===== src/rtl/sertx_pkg.sv =====
package sertx_pkg;

    typedef enum logic [1:0] {
        ST_IDLE      = 2'd0,
        ST_WAIT_SYNC = 2'd1,
        ST_SHIFT     = 2'd2
    } tx_state_t;

endpackage


===== src/rtl/sertx_bitclk.sv =====
module sertx_bitclk #(
    parameter bit HAS_DIV2 = 1'b1
) (
    input  logic clk,
    input  logic rst_n,
    input  logic ext_bclk,
    input  logic rcv_bclk,
    input  logic src_rcv,
    input  logic div2_en,
    input  logic fall_edge,
    output logic bit_tick
);

    logic rcv_eff;
    logic sel_lvl;
    logic lvl_q;

    generate
        if (HAS_DIV2) begin : g_div
            logic rcv_q;
            logic half_q;

            always_ff @(posedge clk) begin
                if (!rst_n) begin
                    rcv_q  <= 1'b0;
                    half_q <= 1'b0;
                end else begin
                    rcv_q <= rcv_bclk;
                    if (rcv_bclk && !rcv_q) begin
                        half_q <= ~half_q;
                    end
                end
            end

            assign rcv_eff = div2_en ? half_q : rcv_bclk;
        end else begin : g_nodiv
            logic unused_div;
            assign unused_div = div2_en;
            assign rcv_eff    = rcv_bclk;
        end
    endgenerate

    assign sel_lvl = src_rcv ? rcv_eff : ext_bclk;

    always_ff @(posedge clk) begin
        if (!rst_n) begin
            lvl_q <= 1'b0;
        end else begin
            lvl_q <= sel_lvl;
        end
    end

    // Active edge: level changed and the new level matches the chosen edge.
    assign bit_tick = (sel_lvl != lvl_q) && (sel_lvl == ~fall_edge);

endmodule


===== src/rtl/sertx_stage.sv =====
module sertx_stage #(
    parameter int WORD_W = 16
) (
    input  logic              clk,
    input  logic              rst_n,
    input  logic              in_valid,
    input  logic [WORD_W-1:0] in_data,
    output logic              in_ready,
    input  logic              take,
    output logic              out_valid,
    output logic [WORD_W-1:0] out_data
);

    logic              full_q;
    logic [WORD_W-1:0] data_q;

    assign in_ready  = !full_q;
    assign out_valid = full_q;
    assign out_data  = data_q;

    always_ff @(posedge clk) begin
        if (!rst_n) begin
            full_q <= 1'b0;
            data_q <= '0;
        end else if (take) begin
            full_q <= 1'b0;
        end else if (in_valid && !full_q) begin
            full_q <= 1'b1;
            data_q <= in_data;
        end
    end

endmodule


===== src/rtl/sertx_shift_fsm.sv =====
module sertx_shift_fsm
    import sertx_pkg::*;
#(
    parameter int WORD_W = 16
) (
    input  logic              clk,
    input  logic              rst_n,
    input  logic              tx_en,
    input  logic              bit_tick,
    input  logic              fsync,
    input  logic              lsb_first,
    input  logic              stage_valid,
    input  logic [WORD_W-1:0] stage_data,
    output logic              stage_take,
    input  logic              urun_clr,
    output logic              sdo,
    output logic              urun_flag
);

    localparam int CNT_W = $clog2(WORD_W + 1);
    localparam logic [CNT_W-1:0] LAST_CNT = CNT_W'(WORD_W);

    tx_state_t         state_q, state_d;
    logic              do_load;
    logic              do_shift;
    logic [WORD_W-1:0] load_word;
    logic [WORD_W-1:0] sr_q;
    logic [WORD_W-1:0] last_q;
    logic [CNT_W-1:0]  cnt_q;
    logic              sdo_q;
    logic              flag_q;

    // Next-state and action decode
    always_comb begin
        state_d  = state_q;
        do_load  = 1'b0;
        do_shift = 1'b0;
        unique case (state_q)
            ST_IDLE: begin
                if (tx_en) state_d = ST_WAIT_SYNC;
            end
            ST_WAIT_SYNC: begin
                if (!tx_en) begin
                    state_d = ST_IDLE;
                end else if (bit_tick && fsync) begin
                    do_load = 1'b1;
                    state_d = ST_SHIFT;
                end
            end
            ST_SHIFT: begin
                if (!tx_en) begin
                    state_d = ST_IDLE;
                end else if (bit_tick) begin
                    if (cnt_q < LAST_CNT) begin
                        do_shift = 1'b1;
                    end else if (fsync) begin
                        do_load = 1'b1;
                    end else begin
                        state_d = ST_WAIT_SYNC;
                    end
                end
            end
            default: state_d = ST_IDLE;
        endcase
    end

    assign stage_take = do_load && stage_valid;
    assign load_word  = stage_valid ? stage_data : last_q;

    // State register
    always_ff @(posedge clk) begin
        if (!rst_n) begin
            state_q <= ST_IDLE;
        end else begin
            state_q <= state_d;
        end
    end

    // Datapath and outputs
    always_ff @(posedge clk) begin
        if (!rst_n) begin
            sr_q   <= '0;
            last_q <= '0;
            cnt_q  <= '0;
            sdo_q  <= 1'b0;
        end else if (!tx_en) begin
            sdo_q <= 1'b0;
            cnt_q <= '0;
        end else if (do_load) begin
            last_q <= load_word;
            cnt_q  <= CNT_W'(1);
            if (lsb_first) begin
                sdo_q <= load_word[0];
                sr_q  <= load_word >> 1;
            end else begin
                sdo_q <= load_word[WORD_W-1];
                sr_q  <= load_word << 1;
            end
        end else if (do_shift) begin
            cnt_q <= cnt_q + CNT_W'(1);
            if (lsb_first) begin
                sdo_q <= sr_q[0];
                sr_q  <= sr_q >> 1;
            end else begin
                sdo_q <= sr_q[WORD_W-1];
                sr_q  <= sr_q << 1;
            end
        end
    end

    always_ff @(posedge clk) begin
        if (!rst_n) begin
            flag_q <= 1'b0;
        end else if (do_load && !stage_valid) begin
            flag_q <= 1'b1;
        end else if (urun_clr) begin
            flag_q <= 1'b0;
        end
    end

    assign sdo       = sdo_q;
    assign urun_flag = flag_q;

endmodule


===== src/rtl/sertx_tx.sv =====
module sertx_tx #(
    parameter int WORD_W   = 16,
    parameter bit HAS_DIV2 = 1'b1
) (
    input  logic              clk,
    input  logic              rst_n,
    input  logic              tx_en,
    input  logic              ext_bclk,
    input  logic              rcv_bclk,
    input  logic              src_rcv,
    input  logic              div2_en,
    input  logic              fall_edge,
    input  logic              lsb_first,
    input  logic              fsync,
    input  logic              word_valid,
    input  logic [WORD_W-1:0] word_data,
    output logic              word_ready,
    input  logic              urun_clr,
    output logic              sdo,
    output logic              urun_flag
);

    logic              bit_tick;
    logic              stage_valid;
    logic [WORD_W-1:0] stage_data;
    logic              stage_take;

    sertx_bitclk #(
        .HAS_DIV2 (HAS_DIV2)
    ) u_bitclk (
        .clk       (clk),
        .rst_n     (rst_n),
        .ext_bclk  (ext_bclk),
        .rcv_bclk  (rcv_bclk),
        .src_rcv   (src_rcv),
        .div2_en   (div2_en),
        .fall_edge (fall_edge),
        .bit_tick  (bit_tick)
    );

    sertx_stage #(
        .WORD_W (WORD_W)
    ) u_stage (
        .clk       (clk),
        .rst_n     (rst_n),
        .in_valid  (word_valid),
        .in_data   (word_data),
        .in_ready  (word_ready),
        .take      (stage_take),
        .out_valid (stage_valid),
        .out_data  (stage_data)
    );

    sertx_shift_fsm #(
        .WORD_W (WORD_W)
    ) u_fsm (
        .clk         (clk),
        .rst_n       (rst_n),
        .tx_en       (tx_en),
        .bit_tick    (bit_tick),
        .fsync       (fsync),
        .lsb_first   (lsb_first),
        .stage_valid (stage_valid),
        .stage_data  (stage_data),
        .stage_take  (stage_take),
        .urun_clr    (urun_clr),
        .sdo         (sdo),
        .urun_flag   (urun_flag)
    );

endmodule


===== config.mk =====
export PLATFORM = sky130hd
export DESIGN_NAME = sertx_tx
export DESIGN_NICKNAME = d
export VERILOG_FILES = /design/src/rtl/sertx_pkg.sv /design/src/rtl/sertx_bitclk.sv /design/src/rtl/sertx_stage.sv /design/src/rtl/sertx_shift_fsm.sv /design/src/rtl/sertx_tx.sv
export SDC_FILE = /design/constraint.sdc
export NUM_CORES = 1
export LEC_CHECK = 0
export BUFFER_PORTS_ARGS = -buffer_cell sky130_fd_sc_hd__buf_2
export CAP_MARGIN = 20
export CELL_PAD_IN_SITES_DETAIL_PLACEMENT = 2
export CELL_PAD_IN_SITES_GLOBAL_PLACEMENT = 2
export CORE_MARGIN = 10
export CORE_UTILIZATION = 40
export DETAILED_ROUTE_END_ITERATION = 8
export PLACE_DENSITY_LB_ADDON = 0.15
export SYNTH_ARGS = -nofsm -noshare
export SYNTH_HDL_FRONTEND = slang
export SYNTH_SLANG_ARGS = --single-unit

===== constraint.sdc =====
create_clock -name clk -period 4.5 [get_ports clk]
set_clock_uncertainty 0.05 [all_clocks]
set_input_delay 0.9 -clock clk [delete_from_list [all_inputs] [get_ports clk]]
set_output_delay 0.9 -clock clk [all_outputs]
set_load 0.02 [all_outputs]

; After elaboration in Yosys (flattened, before gate mapping)
; Index checks and enable logic that the tools add are counted.
; W data, S select, Z words.
[op_classes]
addsub = 1
magnitude_cmp = 1
n_bitwise = 5
n_reduce_logical = 18
n_eq_ne = 9
mux = 34
[ops]
columns = operator, count
row1 = $mux W16, 5
row2 = $mux W1, 20
row3 = $mux W2, 7
row4 = $reduce_and A2 Y1, 4
row5 = $logic_and A1 B1 Y1, 6
row6 = $ne A3 B2 Y1 const B, 2
row7 = $ne A3 B3 Y1 const B, 2
row8 = $pmux W2 S3, 1
row9 = $add A5 B1 Y5 const B, 1
row10 = $lt A5 B5 Y1 const B, 1
row11 = $not A1 Y1, 5
row12 = $reduce_and A5 Y1, 1
row13 = $reduce_bool A2 Y1, 2
row14 = $reduce_or A3 Y1, 1
row15 = $eq A2 B1 Y1 const B, 1
row16 = $eq A2 B2 Y1 const B, 1
row17 = $logic_not A1 Y1, 2
row18 = $logic_not A2 Y1, 1
row19 = $ne A2 B2 Y1 const B, 1
row20 = $pmux W1 S2, 1
row21 = $reduce_or A2 Y1, 1
row22 = $eq A1 B1 Y1, 1
row23 = $ne A1 B1 Y1, 1
[totals]
register_bits = 61
word_cells = 80

; Logic depth before layout (Yosys ltp)
[logic_depth]
depth_word = 11
ltp_mapped = 9

; By module
; A second synthesis with hierarchy kept.
[hier_totals]
hier_cells = 313
area_unflattened_um2 = 3256.9
[modules_own_cells]
columns = mod, n_inst, area_each_um2, cells_each
row1 = sertx_shift_fsm, 1, 2407.3, 225
row2 = sertx_stage, 1, 698.2, 75
row3 = sertx_bitclk, 1, 151.4, 13

; Worst setup path before layout
; Ideal clock, no wire load.
[synth_path]
kind = input-to-reg
from = in lsb_first
to = reg u_fsm.sr_q[11]
required_time_ns = 4.335
n_path_buf = 2
path_stages = 7
slack_ns = 2.099
arrival_ns = 2.237
setup_time_ns = 0.115
path_cell_list = clkbuf_1 clkbuf_1 mux2_2 nand2_1 a2bb2oi_1 o22ai_1 o21a_1
[synth_between]
elab_chain_len = 3
word_cells_on_any_way = 4
[synth_lines]
columns = element, line_no
row1 = from (decl), sertx_tx.sv:13  ; input logic lsb_first,
row2 = $mux W16, sertx_shift_fsm.sv:101  ; if (lsb_first) begin
row3 = $mux W16, sertx_shift_fsm.sv:99  ; end else if (do_shift) begin
row4 = $mux W16 (*), sertx_shift_fsm.sv:89  ; end else if (do_load) begin
row5 = to (signal assigned), sertx_shift_fsm.sv:94  ; sr_q <= load_word >> 1;
row6 = to (signal assigned), sertx_shift_fsm.sv:103  ; sr_q <= sr_q >> 1;
row7 = to (signal assigned), sertx_shift_fsm.sv:106  ; sr_q <= sr_q << 1;
row8 = to (decl), sertx_shift_fsm.sv:27  ; logic [WORD_W-1:0] sr_q;
; Mark *: on every way between the ends. The rest lies on a longest branch, timed or not. The select of a mux whose other input is x is not followed.
; A chain may end at the register's enable or synchronous reset.

; Final worst setup path
[layout_path]
from = reg u_stage.full_q, in the netlist u_stage.out_valid
to = out word_ready
[layout_between]
elab_chain_len = 1
[layout_lines]
columns = element, line_no
row1 = from (decl), sertx_stage.sv:14  ; logic full_q;
row2 = from (signal assigned), sertx_stage.sv:23  ; full_q <= 1'b0;
row3 = from (signal assigned), sertx_stage.sv:26  ; full_q <= 1'b0;
row4 = from (signal assigned), sertx_stage.sv:28  ; full_q <= 1'b1;
row5 = $logic_not A1 Y1, sertx_stage.sv:17  ; assign in_ready = !full_q;
row6 = to (decl), sertx_tx.sv:17  ; output logic word_ready,
; Every way passes these cells.

==> metrics <==
Layout area overhead 11.8%; critical path type flop to primary output; gp weighted congestion 0.712; Fill cells 957; largest area contributor in the netlist dfxtp_1; clk slew on worst S/H paths roughly 0.080 ns; Core Rows 34; diode count 0; vias in the first global route 3260; endpoint type of the worst setup path primary output; Hold Worst Slack 0.433 ns; Post-Syn Area 3580 um^2; DIE AREA 13100 um^2; total CTS buffers 9; global route total overflow 0; Final HPWL DP 7.07 mm; post-layout min period around 2.7 ns; H-tree lvl count 3; WL final 10.5 mm; Pint approximately 0.95 mW; Post-synth EDFFs 0; Seq cells post-synth 61; fin crit share about three fifths; Sequential Power Share 43.5%; final setup margin 1.82 ns; Bufs and invs on worst path 2; Distinct cells, synth 51; core footprint 8720 um^2; RSZ-0062 raised after global routing no; Iter 0 DRT Violations 132; # resized after CTS 0; dpl cells slightly above 500; Crit. Startpoint u_stage.out_valid$_SDFFE_PP0P_; Psw about 0.39 mW; max cap viols 0; dominant synthesized flop cell dfxtp_1; io pins 31; Clk pwr share 41.8%; Fin. Hold Viols 0; commonest non-fill, non-tap cell in the layout nand2_1; Synth top area share 34.1%; initial antenna violation count 0; startpoint types flop; Leak 1.48 nW; hold-fix buffers at CTS 0; Sw Ratio a little under 30%; max-slew violation count 0; mean post-synth cell area about 8.9 um^2; most frequent cells in the layout 95 x nand2_1, 61 x dfxtp_1, 30 x buf_2; Worst slew margin 28.5%; TNS Setup 0 ns; ANT nets after route 0; Non-Filler Instances roughly 530; Logic pwr share 14.7%; Finished Cell Area 4000 um^2; IR drop worst, VDD 0.159 mV; Post-Syn Instances 401; largest cells by area after synthesis dfxtp_1 34%, nand2_1 10%, mux4_2 9.4%, mux2_2 5.4%, mux2i_1 4.5%; fmax 372 MHz; TritonRoute pass-1 iters 4; Least-Margin Pin Slew 1.07 ns; status finished, final reports clean; Critical Path RT 3.55 ns; PwrDens 335 nW/um^2; HP Class flop to flop; die height 115 um; Util after Layout 45.8%; worst-path maximum fanout 22; Num Clock Sinks between 60 and 70; Clock Latency Late Sink 0.35 ns; Root Driver clkbuf_8; # setup viols final 0; Slowest cell on crit path dfxtp_1; layout cell share with drive strength beyond 1 about 23%; GR Util All Layers 16.4%; largest net degree at the start of global routing 62; Post CTS Setup Buffer Count 0; crit path DAT 1.73 ns; Post-Place Cell Area 3740 um^2; Routed WL per cell 19.8 um; register area share after synthesis 34.1%; Nets 448; Setup WS pre-CTS 1.58 ns; DR vias between 3000 and 4000; syn_nets 434; critical path, cell by cell inv_1 -> buf_2; reg2reg start u_fsm.state_q[0]$_SDFFE_PN0P_; first-pass GRT wire length approximately 17 mm; Worst Hold Launch u_fsm.cnt_q[3]$_SDFFE_PP0P_; Design Power around 1.3 mW; Initial Utilization 41.0%; clk buf depth 2; width of the die 115 um; Largest delay share family, worst path flip-flops; flop2flop setup slack around 2.1 ns; CTS tree built; yosys warns 0; I/O Buffers 30; via-per-instance ratio around 5.8; max incr delay on CP 1.04 ns; Async SR Flop Fraction 0%; DRC violations left 0
==> synth_stat cells (14+ instances only) <==
library cell	number
nand2_1	95
dfxtp_1	61
clkbuf_1	24
o21ai_0	23
nand3_1	22
mux2_2	17
a21boi_0	16
mux2i_1	16
a2bb2oi_1	15
mux4_2	15
o21a_1	14
o22ai_1	14
==> registers in the layout, summed over array words and instances (netlist names) <==
register / cells
u_fsm.last_q: 16
u_fsm.sr_q: 16
u_stage.out_data: 16
u_fsm.cnt_q: 5
u_fsm.state_q: 2
u_bitclk.g_div.half_q: 1
u_bitclk.g_div.rcv_q: 1
u_bitclk.lvl_q: 1
u_fsm.sdo: 1
u_fsm.urun_flag: 1
u_stage.out_valid: 1
==> worst register-to-register path: cells and delay by family (launching register included) <==
kind	cells	cell delay (ns)
buffers and inverters	3	0.74
AOI/OAI and AO/OA	2	0.40
and+or+nand+nor	3	0.40
DFF	1	0.39
adders and majority gates	1	0.27
==> worst paths after layout <==
| kind | to | cells after the start |
|---|---|---|
| worst max-delay path | word_ready | 2 |
| worst min-delay path | u_fsm.cnt_q[3]$_SDFFE_PP0P_ | 2 |
| worst max register to register | u_fsm.last_q[8]$_SDFFE_PN0P_ | 9 |
| worst min register to register | u_fsm.cnt_q[3]$_SDFFE_PP0P_ | 2 |
==> cell families after synthesis <==
family | synth area share, %
and+or+nand+nor | 18.5
AOI/OAI and AO/OA | 20.8
DFF | 34.1
muxes | 19.7
buffers and inverters | 4.83
adders and majority gates | 1.75
xor gates and xnor gates | 0.245
==> metal layers <==
layer  wire length, um  up-vias  GRT usage [%]
met5                 0        -              0
met4               134        0           5.26
met3               338       11           3.14
met2              5020       45           26.3
met1              4960     1536           21.5
li1                  -     1478              -
==> cell type report <==
| class | count | area [um^2] | area share, % |
|---|---|---|---|
| clock buffer | 9 | 124 | 3.10 |
| clock inverter | 7 | 100 | 2.50 |
| inverter | 5 | 18.8 | 0.469 |
| multi-input combinational | 301 | 2180 | 54.6 |
| sequential | 61 | 1220 | 30.5 |
| tap | 108 | 135 | 3.38 |
| timing repair buffer | 37 | 214 | 5.35 |
==> power by group through the flow <==
stage / combinational [mW] / clock [mW] / sequential [mW]
3_5_place_dp: 0.196 / 0 / 0.595
6_report: 0.197 / 0.559 / 0.582
5_1_grt: 0.220 / 0.602 / 0.586
2_1_floorplan: 0.148 / 0 / 0.582
4_1_cts: 0.198 / 0.579 / 0.582
3_3_place_gp: 0.188 / 0 / 0.593
No activity file was read; power rests on OpenSTA's default activity.
